$ cat src/rtl/ssp_pkg.sv
package ssp_pkg;

    localparam int unsigned REG_AW   = 12;
    localparam int unsigned REG_DW   = 16;
    localparam int unsigned CAUSE_W  = 4;
    localparam int unsigned STAT_W   = 5;
    localparam int unsigned CTL1_W   = 4;
    localparam int unsigned PRESC_W  = 8;

    localparam logic [REG_AW-1:0] OFS_FMT   = 12'h000;
    localparam logic [REG_AW-1:0] OFS_CTL   = 12'h004;
    localparam logic [REG_AW-1:0] OFS_DATA  = 12'h008;
    localparam logic [REG_AW-1:0] OFS_STAT  = 12'h00C;
    localparam logic [REG_AW-1:0] OFS_PRESC = 12'h010;
    localparam logic [REG_AW-1:0] OFS_IEN   = 12'h014;
    localparam logic [REG_AW-1:0] OFS_RAW   = 12'h018;
    localparam logic [REG_AW-1:0] OFS_MSK   = 12'h01C;
    localparam logic [REG_AW-1:0] OFS_CLR   = 12'h020;
    localparam logic [REG_AW-1:0] OFS_DMA   = 12'h024;
    localparam logic [REG_AW-1:0] OFS_IDLO  = 12'hFE0;

    // cause bit positions
    localparam int unsigned CZ_OVR = 0;
    localparam int unsigned CZ_TMO = 1;
    localparam int unsigned CZ_RXL = 2;
    localparam int unsigned CZ_TXL = 3;

    // port control enable bit
    localparam int unsigned CTL_EN = 1;

    typedef struct packed {
        logic [REG_DW-1:0]  fmt;
        logic [CTL1_W-1:0]  ctl;
        logic [PRESC_W-1:0] presc;
        logic [CAUSE_W-1:0] ien;
        logic [1:0]         sticky;
        logic [REG_DW-1:0]  rdata;
    } regs_t;

    function automatic logic [7:0] id_byte(input logic [2:0] idx);
        logic [7:0] b;
        case (idx)
            3'd0:    b = 8'h22;
            3'd1:    b = 8'h10;
            3'd2:    b = 8'h04;
            3'd3:    b = 8'h00;
            3'd4:    b = 8'h0D;
            3'd5:    b = 8'hF0;
            3'd6:    b = 8'h05;
            default: b = 8'hB1;
        endcase
        return b;
    endfunction

endpackage

$ cat src/rtl/ssp_word_fifo.sv
module ssp_word_fifo #(
    parameter int unsigned W     = 16,
    parameter int unsigned DEPTH = 8
) (
    input  logic                         clk,
    input  logic                         rst_n,
    input  logic                         push,
    input  logic [W-1:0]                 push_data,
    input  logic                         pop,
    output logic [W-1:0]                 head,
    output logic [$clog2(DEPTH+1)-1:0]   count,
    output logic                         full,
    output logic                         empty
);
    localparam int unsigned PTR_W = $clog2(DEPTH);
    localparam int unsigned CNT_W = $clog2(DEPTH + 1);
    localparam logic [PTR_W-1:0] LAST = PTR_W'(DEPTH - 1);
    localparam logic [CNT_W-1:0] FULL_CNT = CNT_W'(DEPTH);

    typedef struct packed {
        logic [DEPTH-1:0][W-1:0] mem;
        logic [PTR_W-1:0]        wp;
        logic [PTR_W-1:0]        rp;
        logic [CNT_W-1:0]        cnt;
    } fifo_st_t;

    fifo_st_t st_d, st_q;
    logic     do_push, do_pop;

    assign full  = (st_q.cnt == FULL_CNT);
    assign empty = (st_q.cnt == '0);
    assign count = st_q.cnt;
    assign head  = st_q.mem[st_q.rp];

    always_comb begin
        st_d    = st_q;
        do_push = push && !full;
        do_pop  = pop && !empty;
        if (do_push) begin
            st_d.mem[st_q.wp] = push_data;
            st_d.wp = (st_q.wp == LAST) ? '0 : st_q.wp + 1'b1;
        end
        if (do_pop) begin
            st_d.rp = (st_q.rp == LAST) ? '0 : st_q.rp + 1'b1;
        end
        case ({do_push, do_pop})
            2'b10:   st_d.cnt = st_q.cnt + 1'b1;
            2'b01:   st_d.cnt = st_q.cnt - 1'b1;
            default: st_d.cnt = st_q.cnt;
        endcase
    end

    always_ff @(posedge clk or negedge rst_n) begin
        if (!rst_n) st_q <= '0;
        else        st_q <= st_d;
    end

    AST_COUNT_BOUND: assert property (@(posedge clk) disable iff (!rst_n)
        st_q.cnt <= FULL_CNT);

    AST_FULL_PUSH_DROPPED: assert property (@(posedge clk) disable iff (!rst_n)
        (push && full && !pop) |=> (count == $past(count)));

    AST_EMPTY_POP_KEEPS: assert property (@(posedge clk) disable iff (!rst_n)
        (pop && empty && !push) |=> empty);

endmodule

$ cat src/rtl/ssp_flags.sv
module ssp_flags
    import ssp_pkg::*;
#(
    parameter int unsigned DEPTH = 8
) (
    input  logic [$clog2(DEPTH+1)-1:0] tx_cnt,
    input  logic [$clog2(DEPTH+1)-1:0] rx_cnt,
    input  logic [1:0]                 sticky,
    input  logic [CAUSE_W-1:0]         ien,
    output logic [STAT_W-1:0]          status,
    output logic [CAUSE_W-1:0]         raw,
    output logic [CAUSE_W-1:0]         masked,
    output logic                       irq
);
    localparam int unsigned CNT_W = $clog2(DEPTH + 1);
    localparam logic [CNT_W-1:0] FULL_CNT = CNT_W'(DEPTH);
    localparam logic [CNT_W-1:0] HALF_CNT = CNT_W'(DEPTH / 2);

    always_comb begin
        status    = '0;
        status[0] = (tx_cnt == '0);
        status[1] = (tx_cnt != FULL_CNT);
        status[2] = (rx_cnt != '0);
        status[3] = (rx_cnt == FULL_CNT);
        status[4] = (tx_cnt != '0);

        raw          = '0;
        raw[CZ_OVR]  = sticky[0];
        raw[CZ_TMO]  = sticky[1];
        raw[CZ_RXL]  = (rx_cnt >= HALF_CNT);
        raw[CZ_TXL]  = (tx_cnt <= HALF_CNT);

        masked = raw & ien;
        irq    = |masked;
    end

endmodule

$ cat src/rtl/ssp_regfile.sv
module ssp_regfile
    import ssp_pkg::*;
#(
    parameter int unsigned DATA_W     = 16,
    parameter int unsigned FIFO_DEPTH = 8
) (
    input  logic              clk,
    input  logic              rst_n,
    input  logic [11:0]       reg_addr,
    input  logic              reg_wr,
    input  logic [15:0]       reg_wdata,
    input  logic              reg_rd,
    output logic [15:0]       reg_rdata,
    output logic              irq_o,
    output logic [DATA_W-1:0] xfer_tx_data,
    output logic              xfer_tx_valid,
    input  logic              xfer_tx_ready,
    input  logic [DATA_W-1:0] xfer_rx_data,
    input  logic              xfer_rx_valid,
    output logic              xfer_rx_ready,
    input  logic              xfer_rx_timeout
);
    localparam int unsigned CNT_W = $clog2(FIFO_DEPTH + 1);

    regs_t st_d, st_q;

    logic [DATA_W-1:0]  word_mask;
    logic               tx_push, tx_pop, rx_push, rx_pop;
    logic [DATA_W-1:0]  tx_head, rx_head;
    logic [CNT_W-1:0]   tx_cnt, rx_cnt;
    logic               tx_full, tx_empty, rx_full, rx_empty;
    logic [STAT_W-1:0]  status;
    logic [CAUSE_W-1:0] raw, masked;
    logic               irq_w;
    logic               is_id;

    // size mask from the low 4 bits of the format register
    always_comb begin
        word_mask = DATA_W'((32'd1 << ({28'd0, st_q.fmt[3:0]} + 32'd1)) - 32'd1);
    end

    assign is_id   = (reg_addr >= OFS_IDLO);
    assign tx_push = reg_wr && (reg_addr == OFS_DATA);
    assign rx_pop  = reg_rd && (reg_addr == OFS_DATA);
    assign xfer_tx_valid = st_q.ctl[CTL_EN] && !tx_empty && !rx_full;
    assign tx_pop  = xfer_tx_valid && xfer_tx_ready;
    assign xfer_rx_ready = !rx_full;
    assign rx_push = xfer_rx_valid && !rx_full;
    assign xfer_tx_data = tx_head;

    ssp_word_fifo #(.W(DATA_W), .DEPTH(FIFO_DEPTH)) u_txq (
        .clk       (clk),
        .rst_n     (rst_n),
        .push      (tx_push),
        .push_data (reg_wdata[DATA_W-1:0] & word_mask),
        .pop       (tx_pop),
        .head      (tx_head),
        .count     (tx_cnt),
        .full      (tx_full),
        .empty     (tx_empty)
    );

    ssp_word_fifo #(.W(DATA_W), .DEPTH(FIFO_DEPTH)) u_rxq (
        .clk       (clk),
        .rst_n     (rst_n),
        .push      (rx_push),
        .push_data (xfer_rx_data & word_mask),
        .pop       (rx_pop),
        .head      (rx_head),
        .count     (rx_cnt),
        .full      (rx_full),
        .empty     (rx_empty)
    );

    ssp_flags #(.DEPTH(FIFO_DEPTH)) u_flags (
        .tx_cnt (tx_cnt),
        .rx_cnt (rx_cnt),
        .sticky (st_q.sticky),
        .ien    (st_q.ien),
        .status (status),
        .raw    (raw),
        .masked (masked),
        .irq    (irq_w)
    );

    always_comb begin
        st_d = st_q;

        if (reg_wr) begin
            case (reg_addr)
                OFS_FMT:   st_d.fmt   = reg_wdata;
                OFS_CTL:   st_d.ctl   = reg_wdata[CTL1_W-1:0];
                OFS_PRESC: st_d.presc = reg_wdata[PRESC_W-1:0];
                OFS_IEN:   st_d.ien   = reg_wdata[CAUSE_W-1:0];
                OFS_CLR:   st_d.sticky = st_q.sticky & ~reg_wdata[1:0];
                default:   ;
            endcase
        end

        // sticky events win over a clear in the same cycle
        if (xfer_rx_valid && rx_full) st_d.sticky[0] = 1'b1;
        if (xfer_rx_timeout)          st_d.sticky[1] = 1'b1;

        if (reg_rd) begin
            if (is_id) begin
                st_d.rdata = {8'h00, id_byte(reg_addr[4:2])};
            end else begin
                case (reg_addr)
                    OFS_FMT:   st_d.rdata = st_q.fmt;
                    OFS_CTL:   st_d.rdata = REG_DW'(st_q.ctl);
                    OFS_DATA:  st_d.rdata = rx_empty ? '0 : REG_DW'(rx_head);
                    OFS_STAT:  st_d.rdata = REG_DW'(status);
                    OFS_PRESC: st_d.rdata = REG_DW'(st_q.presc);
                    OFS_IEN:   st_d.rdata = REG_DW'(st_q.ien);
                    OFS_RAW:   st_d.rdata = REG_DW'(raw);
                    OFS_MSK:   st_d.rdata = REG_DW'(masked);
                    default:   st_d.rdata = '0;
                endcase
            end
        end
    end

    always_ff @(posedge clk or negedge rst_n) begin
        if (!rst_n) st_q <= '0;
        else        st_q <= st_d;
    end

    assign reg_rdata = st_q.rdata;
    assign irq_o     = irq_w;

    AST_NO_TX_WHEN_RX_FULL: assert property (@(posedge clk) disable iff (!rst_n)
        !xfer_rx_ready |-> !xfer_tx_valid);

    AST_DISABLED_IDLE: assert property (@(posedge clk) disable iff (!rst_n)
        !st_q.ctl[CTL_EN] |-> !xfer_tx_valid);

    AST_MASK_ZERO_QUIET: assert property (@(posedge clk) disable iff (!rst_n)
        (st_q.ien == '0) |-> !irq_o);

    AST_CLEAR_OVERRUN: assert property (@(posedge clk) disable iff (!rst_n)
        (reg_wr && reg_addr == OFS_CLR && reg_wdata[CZ_OVR] && !(xfer_rx_valid && rx_full))
        |=> !raw[CZ_OVR]);

    AST_EMPTY_READ_ZERO: assert property (@(posedge clk) disable iff (!rst_n)
        (reg_rd && reg_addr == OFS_DATA && rx_empty) |=> (reg_rdata == '0));

    AST_TX_EMPTY_CAUSE: assert property (@(posedge clk) disable iff (!rst_n)
        tx_empty |-> raw[CZ_TXL]);

    AST_ID_ZERO_UPPER: assert property (@(posedge clk) disable iff (!rst_n)
        (reg_rd && is_id) |=> (reg_rdata[15:8] == 8'h00));

endmodule

$ cat config.mk
export PLATFORM = sky130hd
export DESIGN_NAME = ssp_regfile
export DESIGN_NICKNAME = d
export VERILOG_FILES = /design/src/rtl/ssp_pkg.sv /design/src/rtl/ssp_word_fifo.sv /design/src/rtl/ssp_flags.sv /design/src/rtl/ssp_regfile.sv
export SDC_FILE = /design/constraint.sdc
export NUM_CORES = 1
export LEC_CHECK = 0
export BUFFER_PORTS_ARGS = -buffer_cell sky130_fd_sc_hd__buf_4
export CAP_MARGIN = 0
export CORE_MARGIN = 3
export CORE_UTILIZATION = 45
export DETAILED_ROUTE_END_ITERATION = 12
export SYNTH_ARGS = -nofsm -noshare
export SYNTH_HDL_FRONTEND = slang
export SYNTH_SLANG_ARGS = --single-unit
$ cat constraint.sdc
create_clock -name clk -period 3.18 [get_ports clk]
set_clock_uncertainty 0.1 [all_clocks]
set_input_delay 0.636 -clock clk [delete_from_list [all_inputs] [get_ports clk]]
set_output_delay 0.636 -clock clk [all_outputs]
set_load 0.02 [all_outputs]
== Word-level counts from Yosys, hierarchy flattened ==
Index checks and enable logic that the tools add are counted.
Storage, ports and cells
  word-level logic and storage cells: 139
  register bits: 326
  input port bits: 51
  output and inout bits: 35
Operators by class
  $add $sub $neg: 10
  shift-type cells: 1
  mux-type cells: 24
  bitwise operators: 5
  order comparisons: 9
  reduce and logical (&&, ||, !) cells: 36
  equal/unequal tests: 25
Operator list (count)
  $bwmux 128: 2
  $pmux 16 s8: 1
  $bmux 16 s3: 2
  $demux 16 s3: 2
  $mux 16: 6
  $pmux 8 s7: 1
  $eq 12x5->1 const B: 4
  $and 16x16->16: 2
  $eq 12x4->1 const B: 2
  $eq 3x3->1 const B: 7
  $lt 3x4->1 const B: 4
  $pmux 4 s2: 2
  $shl 1x5->16 const A: 1
  $sub 16x1->16 const B: 1
  $logic_and 1x1->1: 13
  $add 3x1->3 const B: 4
  $eq 12x3->1 const B: 1
  $eq 12x6->1 const B: 1
  $ge 12x12->1 const B: 1
  $logic_not 12->1: 1
  $mux 3: 4
  $reduce_and 2->1: 6
  $reduce_bool 2->1: 6
  $add 4x1->4 const B: 2
  other kinds (21): 34

== Longest topological paths before layout ==
Gate-level depths: netlist of the first run.
  depth in word-level cells: 8
  depth in mapped cells: 11
  depth with buffers taken out: 11

== Modules after synthesis ==
Synthesis of the first run repeated with hierarchy kept, for this count alone.
Second synthesis, totals
  cells, all modules: 1128
  area, all modules: 16313.1 sq um
Modules (own cells, without submodules)
  ssp_word_fifo (u_rxq): sequential area each 3453.3 sq um, instances 1, cells an instance 397, area each 6581.3 sq um
  ssp_word_fifo (u_txq): sequential area each 3453.3 sq um, instances 1, cells an instance 398, area each 6503.7 sq um
  ssp_regfile: sequential area each 1251.2 sq um, instances 1, cells an instance 314, area each 3109.2 sq um
  ssp_flags: sequential area each 0.0 sq um, instances 1, cells an instance 19, area each 118.9 sq um

== Worst setup path after synthesis of the first run ==
Ideal clock, no wire load.
  path type: register -> register
  from: register u_rxq.st_q (netlist bit u_rxq.count[2])
  to: register u_txq.st_q (netlist bit u_txq.count[3])
  required time: 2955 ps
  arrival: 2750 ps
  path buffers: 0
  path slack: 205 ps
  library setup time: 125 ps
  cell stages (with the launch flop): 12
  period minus slack after synthesis: 2975 ps
  path through: dfrtp_1 > or4b_1 > and3_1 > nand2_1 > inv_1 > ha_1 > ha_1 > a21o_1 > a21oi_1 > xnor2_1 > nor2_1 > xor2_1
Between the ends
  word-level cells in the longest chain between the ends: 7
  elaborated cells on any way between the ends: 9
  those cells by class: eq/ne (3); mux (1); reduce/logical (5)
Ends and longest elaborated chain
  from (decl): line ssp_word_fifo.sv:27  | fifo_st_t st_d, st_q;
  from (signal assigned): line ssp_word_fifo.sv:55  | else st_q <= st_d;
  $eq 4x4->1 *: line ssp_word_fifo.sv:30  | assign full = (st_q.cnt == FULL_CNT);
  $logic_not 1->1 *
  net xfer_rx_ready: line ssp_regfile.sv:20  | output logic xfer_rx_ready,
  $logic_and 1x1->1 *: line ssp_regfile.sv:45  | assign xfer_tx_valid = st_q.ctl[CTL_EN] && !tx_empty && !rx_full;
  net xfer_tx_valid: line ssp_regfile.sv:16  | output logic xfer_tx_valid,
  $logic_and 1x1->1 *: line ssp_regfile.sv:46  | assign tx_pop = xfer_tx_valid && xfer_tx_ready;
  $logic_and 1x1->1 *: line ssp_word_fifo.sv:38  | do_pop = pop && !empty;
  net u_txq.do_pop: line ssp_word_fifo.sv:28  | logic do_push, do_pop;
  $eq 2x1->1 or $eq 2x2->1 (tied branches): line ssp_word_fifo.sv:46  | case ({do_push, do_pop})
  $pmux 4 s2 or $reduce_bool 2->1 (tied branches)
  to (signal assigned): line ssp_word_fifo.sv:55
  to (decl): line ssp_word_fifo.sv:27
The timed path passes the listed nets; every way through them passes the cells marked *.
A chain may end at the register's enable or synchronous reset.

== Final worst setup path of the first run ==
  from: register u_txq.st_q[4] (netlist name)
  to: output xfer_tx_data[13]
Between the ends
  word-level cells in the longest chain between the ends: 2
Ends and longest elaborated chain
  $bmux 16 s3: line ssp_word_fifo.sv:33  | assign head = st_q.mem[st_q.rp];
  $mux 16 (implied by the code): line ssp_word_fifo.sv:33
  to (decl): line ssp_regfile.sv:15  | output logic [DATA_W-1:0] xfer_tx_data,
No other way between the ends. The select of a mux whose other input is x is not followed.

==> reports/results.txt, run 1 <==
FP Rows = 67
DP Wirelength = 25.5 mm
Yosys Warn Count = 0
post-DR wirelength/cell = 21.2 µm
worst slew pin tran = 0.678 ns
height of the die = 192 µm
Final Max Slew Viols = 0
Remaining Overflow, GRT = 0
Worst R2R Setup Slack = 0.24 ns
share of post-route cells with drive strength above 1 = 37.6%
H-Tree Depth = 2
Starting DRT DRC Count = 719
Pleak = 8.39 nW
Worst-Skew Late Latency = 0.52 ns
worst-path fanout max = 14
Worst R2R Path Depth = 10
RSZ-0062 raised after global routing = false
largest net degree at the start of global routing = 81
most frequent cells in the layout = dfrtp_1, mux2_2, nand2_1, buf_4, o21ai_0
GRT Total Usage = 21.1%
Port Buffers = 85
die footprint = 36800 µm²
Crit Path Category = flip-flop to primary output
initial antenna violation count = 2
Worst EP required = 2.44 ns
synth unique cells = 68
Peak VDD IR = 0.000337 V
Initial DRT Pass Iterations = 5
CP Capture Type = primary output
CP Launch Type = flip-flop
worst rel slew slack = 54.2%
Seq/Total Area, Yosys = 52.4%
vias in the first global route = 10400
CTS Sinks = 326
Hold Vio Cnt, Final = 0
Initial Util = 46.1%
Cells after Synth = 1230
area delta synth->final = 15.9%
final setup fails = 0
FF-to-FF End = u_rxq.count[3]
post-route ant nets = 0
syn nets = 1298
Avg Synthesized Cell Area = 12.6 µm²
I/O pin cnt = 86
final routed DRC violation total = 0
ANT cells = 0
routed vias = 10100
fin nets = 1387
most common cell after layout, fill and taps aside = dfrtp_1
clock root buffer = clkbuf_16
TritonCTS clock tree = done
Die X = 192 µm
total CTS buffers = 36
Post-CTS Hold Buffers = 0
fin crit share = 93.7%
Post-synth EDFFs = 0
ys async rst share = 100%
clk slew on worst S/H paths = 0.06 ns
Netlist Area Pre-Place = 15600 µm²
Reg-to-Reg Start = u_rxq.count[0]
WP data arrival = 2.24 ns
Pwr Density = 523 nW/µm²
Routed WL = 37.9 mm
Clock Path Buffers = 3
Vias/cell = 5.66
max-capacitance violation count = 0
GPL Wtd Cong = 0.864
wire length of the first global-routing pass = 60.1 mm
status = completed
post-synthesis register bit count = 326
Tightest Hold Check Type = input port to asynchronous set/reset pin
Main synth FF type = dfrtp_1
utilization after layout = 53.4%
core area = 33800 µm²
Final min period = 2.98 ns
Max Freq = 336 MHz
setup_tns = 0 ns
[where the power goes]
group          leakage [nW]  total [mW]  internal (mW)  switching (mW)
clock                 0.566        4.01           2.39            1.62
combinational          3.33       0.958          0.397           0.561
sequential             4.50        4.47           4.32           0.156
total                  8.39        9.44           7.10            2.34
[worst max-delay path, cell delays in order, from the launching register on]
cell,delay (ns)
dfrtp_4,0.54
buf_4,0.22
mux4_2,0.51
mux2_2,0.31
buf_4,0.16
[repair_timing]
action / 4_1_cts / 5_1_grt
setup buffers: 0 / 7
endpoints found under the setup margin: 7 / 1
gates resized for setup: 1 / 0
pin swaps: 0 / 0
[final cells by class]
cell class	count	area [µm²]
Clock buffer	57	1110
Clock inverter	5	32.5
Fill cell	2878	15700
Inverter	13	48.8
Multi-Input combinational cell	793	6910
Sequential cell	326	8160
Tap cell	448	561
Timing Repair Buffer	149	1210
[worst max-delay path by stage]
| stage | start | end | slack, ns | depth (start not counted) |
|---|---|---|---|---|
| finish | u_txq.st_q[4] | xfer_tx_data[13] | 0.20 | 4 |
| global route | u_rxq.count[0] | u_txq.count[3] | 0.08 | 11 |
| CTS | u_txq.st_q[4] | xfer_tx_data[13] | 0.05 | 4 |
| detailed placement | reg_addr[9] | u_txq.st_q[79] | 0.06 | 8 |
| global placement | reg_addr[9] | u_txq.st_q[83] | 0.07 | 8 |
| floorplan | u_rxq.count[2] | u_txq.count[3] | 0.21 | 11 |
[cell usage after synthesis, drive strengths merged (11+ instances only)]
cell	instances	share of area [%]
o21ai	110	3.5
dfrtp	326	52
mux2	223	16
nand2	149	3.6
buf	37	1.5
nor2	33	0.80
inv	11	0.27
mux2i	13	0.84
nor3	18	0.65
and2	14	0.56
ha	15	1.2
mux4	64	9.3
nor2b	11	0.44
clkbuf	61	1.5
nand3	20	0.64
[kinds of logic after synthesis]
logic type	after synthesis	share of synthesized area [%]
buf+inv	111	3.27
simple gates	296	9.49
mux	300	26.2
xor+xnor	9	0.507
fa+ha+maj	17	1.46
compound gates	170	6.57
flops	326	52.4
other cells	1	0.0241
[sequential cells by signal, indices dropped and copies added, names as in the netlist]
register	cells
u_rxq.st_q	134
u_txq.st_q	134
st_q	34
reg_rdata	16
u_rxq.count	4
u_txq.count	4
[metrics by stage]
step / instance area (µm²) / cells / setup slack, ns / hold slack [ns] / power [mW]
6_report: 18000 / 1791 / 0.200 / 0.00905 / 9.44
5_1_grt: 18000 / 1791 / 0.0755 / 0.0442 / 9.85
4_1_cts: 18000 / 1784 / 0.0549 / 0.0429 / 9.55
3_5_place_dp: 16800 / 1722 / 0.0649 / 0.366 / 5.51
3_3_place_gp: 16800 / 1722 / 0.0705 / 0.357 / 5.48
2_1_floorplan: 15600 / 1230 / 0.205 / 0.240 / 5.06
[metal layers]
layer | routed length [µm] | track usage, % | vias up | part of all wire [%]
li1 | - | - | 4616 | -
met4 | 609 | 4.37 | 4 | 1.6
met3 | 1940 | 3.45 | 54 | 5.1
met5 | 27 | 0 | - | 0.071
met2 | 16800 | 32.3 | 251 | 44
met1 | 18500 | 32.1 | 5208 | 49
Note: power is estimated with default switching activity, not from simulation.
==> inputs of run 2 (changes only) <==
--- a/config.mk
+++ b/config.mk
@@ -5,6 +5,7 @@
 export SDC_FILE = /design/constraint.sdc
 export NUM_CORES = 1
 export LEC_CHECK = 0
+export ABC_AREA = 1
 export BUFFER_PORTS_ARGS = -buffer_cell sky130_fd_sc_hd__buf_4
 export CAP_MARGIN = 0
 export CORE_MARGIN = 3
==> constraint.sdc (replaced) <==
create_clock -name clk -period 3.9 [get_ports clk]
set_clock_uncertainty 0.1 [all_clocks]
set_input_delay 0.78 -clock clk [delete_from_list [all_inputs] [get_ports clk]]
set_output_delay 0.78 -clock clk [all_outputs]
set_load 0.02 [all_outputs]
==> run 2 against run 1 <==
Critical path depth grew 2. Final cell count increased by 43%. Clock power decreased by 11%. Wire length grew 21%. Hold slack improved by 0.21 ns. First-iteration DRC count increased by 45%. Core utilization down 1.3 points. Via count increased by 34%. Synthesized cell count up 66%. Critical path type unchanged.
==> reports/results.txt, run 2 <==
Worst R2R Path Depth = 14 (+4)
Cells after Synth = 2036 (+66%)
Layout Cells excl Fill = 2555 (+43%)
most frequent cells in the layout = nand2_1, o21ai_0, dfrtp_1, nor2_1, inv_1
Fillers = 3397 (+18%)
Main synth FF type = dfrtp_1
TritonCTS clock tree = done
syn nets = 2104 (+62%)
height of the die = 194 µm (+1.0%)
Seq/Total Area, Yosys = 51.3% (-1.1 points)
Largest regs = u_rxq.st_q (134), u_txq.st_q (134), st_q (34)
Place WS = 0.682 ns (+0.617 ns)
Yosys Warn Count = 0 (unchanged)
Final Max Slew Viols = 0 (unchanged)
Max Freq = 298 MHz
most common cell after layout, fill and taps aside = nand2_1
max-capacitance violation count = 0 (unchanged)
ANT cells = 0 (unchanged)
Seq pwr share = 44.9% (-2.5 points)
share of post-route cells with drive strength above 1 = 10.6% (-27 points)
cts repair resizes = 0 (-1)
status = completed
Worst-Skew Late Latency = 0.52 ns (about the same)
Die X = 194 µm (+1.0%)
final non-filler cell area = 18100 µm² (+0.18%)
initial antenna violation count = 1 (-1)
top post-synthesis cells by area = dfrtp_1, nand2_1, o21ai_0
RSZ-0062 raised after global routing = false
Routed WL = 45.9 mm (+21%)
I/O pin cnt = 86 (unchanged)
Final Power = 8.67 mW (-8.2%)
clock root buffer = clkbuf_16
Simple-Gate Fraction of Synth Area = 24.2% (+15 points)
Vias/cell = 5.31 (-6.1%)
FF-to-FF End = u_txq.count[3]
Area after DPL = 16800 µm² (-0.13%)
CP max stage delay = 0.63 ns (+0.09 ns)
largest net degree at the start of global routing = 103 (+27%)
utilization after layout = 52.0% (-1.3 points)
Netlist Area Pre-Place = 15900 µm² (+2.1%)
P_int = 6.26 mW (-12%)
DP Wirelength = 30.0 mm (+18%)
Remaining Overflow, GRT = 0 (unchanged)
sw frac = 27.7% (+3.0 points)
core area = 34700 µm² (+2.8%)
commonest cells in the synthesized netlist = nand2_1, o21ai_0, dfrtp_1
CTS Sinks = 326 (unchanged)
Post-synth EDFFs = 0 (unchanged)
post-synthesis mux area share = 0% (-26 points)
area delta synth->final = 13.7%
most frequent cell after synthesis = nand2_1
CP Capture Type = primary output
H-Tree Depth = 2 (unchanged)
Worst R2R Setup Slack = 1.16 ns (+0.92 ns)
Compound-Gate Fraction of Synth Area = 15.4% (+8.8 points)
setup_tns = 0 ns (unchanged)
wire length of the first global-routing pass = 73.4 mm (+22%)
Pleak = 8.78 nW (+4.6%)
buffer count from post-CTS setup fixing = 0 (unchanged)
Initial Util = 45.8% (-0.29 points)
Crit-path slowest cell = dfrtp_2
Worst EP required = 3.02 ns (+0.58 ns)
worst setup path endpoint = xfer_tx_data[5]
FP Rows = 68 (+1.5%)
top cell type by total area after synthesis = dfrtp_1
Starting DRT DRC Count = 1039 (+45%)
crit path launch = u_txq.st_q[4]
worst-path fanout max = 22 (+8)
Reg-to-Reg Start = u_rxq.count[1]
Synth Area in XOR/XNOR = 0.488% (-0.018 points)
Avg Synthesized Cell Area = 7.80 µm² (-38%)
Clock Path Buffers = 3 (unchanged)
routed vias = 13600 (+34%)
clk slew on worst S/H paths = 0.06 ns (about the same)
Comb pwr share = 14.1% (+3.9 points)
Crit Path Category = flip-flop to primary output
critical path's top delay family = compound AO/OA/AOI/OAI gates
Worst Slack Setup Final = 0.543 ns (+0.343 ns)
Final min period = 3.36 ns
WP data arrival = 2.48 ns (+0.24 ns)
final routed DRC violation total = 0 (unchanged)
GPL Wtd Cong = 0.886 (+2.5%)
final setup fails = 0 (unchanged)
Initial DRT Pass Iterations = 7 (+2)
fin nets = 2141 (+54%)
post-synthesis register bit count = 326 (unchanged)
post-synthesis adder-cell area fraction = 1.43% (-0.030 points)
ys async rst share = 100% (unchanged)
WP buf/inv = 2 (unchanged)
post-DR wirelength/cell = 18.0 µm (-15%)
die footprint = 37600 µm² (+2.0%)
Clk pwr share = 41.0% (-1.5 points)
CP cell instances = buf_4 -> o21ai_0 -> o22ai_1 -> nor2_1 -> a31oi_1 -> buf_4
post-route ant nets = 0 (unchanged)
Port Buffers = 85 (unchanged)
Critical Path Stages = 6 (+2)
Tightest Hold Check Type = input port to asynchronous set/reset pin
cell count after placement = 2488 (+44%)
CP Launch Type = flip-flop
vias in the first global route = 13100 (+25%)
Hold Vio Cnt, Final = 0 (unchanged)
GRT Total Usage = 24.2% (+3.1 points)
post-synth top area share = 51.3% (-1.1 points)
fin crit share = 86.1%
Pwr Density = 480 nW/µm² (-8.3%)
worst hold slack = 0.219 ns (+0.209 ns)
worst rel slew slack = 27.1% (-27 points)
Peak VDD IR = 0.000353 V (+4.6%)
total CTS buffers = 38 (+5.6%)
largest family of logic cells by synthesized area = simple AND/OR/NAND/NOR gates
worst slew pin tran = 1.09 ns (+0.414 ns)
Psw = 2.40 mW (+2.9%)
synth unique cells = 43 (-37%)
Post-CTS Hold Buffers = 0 (unchanged)
crit-path most repeated cell = buf_4
[run 2: metal layers]
metal	vias to the layer above	GRT usage (%)	routed length, µm
met5	-	0	0
met4	0	6.91	1180
met3	70	3.65	2750
met2	414	38.6	21000
met1	6477	34.7	21000
li1	6613	-	-
[run 2: worst register-to-register path: stages, from the launching register on]
cell and delay (ns):
dfrtp_1 0.40, inv_1 0.10, nand2_1 0.09, nor3_2 0.22, inv_1 0.17, nand2_1 0.12, nor3b_1 0.05, buf_4 0.18
ha_1 0.26, ha_1 0.34, a21oi_1 0.14, nand2_1 0.08, a21oi_1 0.11, o21ai_0 0.11, xnor2_1 0.14
[run 2: worst min path at each step]
stage	start	end	slack [ns]	cells after the start
final	rst_n	u_txq.st_q[89]	0.22	1
after floorplan	u_rxq.st_q[111]	u_rxq.st_q[111]	0.34	2
after detailed placement	u_rxq.st_q[23]	u_rxq.st_q[23]	0.35	2
after global placement	u_rxq.st_q[14]	u_rxq.st_q[14]	0.35	2
after CTS	rst_n	u_rxq.st_q[67]	0.27	1
after global routing	rst_n	u_txq.st_q[89]	0.28	1
[run 2: logic make-up (layout without fill, tap and decap cells)]
family	count (synthesis)	in the layout
AND/OR/NAND/NOR	952	952
AO/OA/AOI/OAI	469	469
flip-flops	326	326
buffers and inverters	263	327
adder cells (fa/ha/maj)	17	17
XOR/XNOR	8	8
other	1	1
[run 2: area by class of cell]
cell class                 instances  area, µm²  share of cell area (%)
clock inverter                    11        113                   0.623
sequential                       326       8160                    45.2
tap                              455        569                    3.15
clock buffer                      56       1140                    6.31
multi-input combinational       1447       6590                    36.5
inverter                         141        529                    2.93
timing repair buffer             119        963                    5.33
[run 2: power groups by stage]
stage / Clock, mW / Combinational (mW) / Sequential, mW
global placement: 0 / 1.20 / 3.94
global route: 3.77 / 1.39 / 3.94
floorplan: 0 / 0.820 / 3.90
CTS: 3.63 / 1.24 / 3.89
detailed placement: 0 / 1.23 / 3.95
finish: 3.55 / 1.22 / 3.89
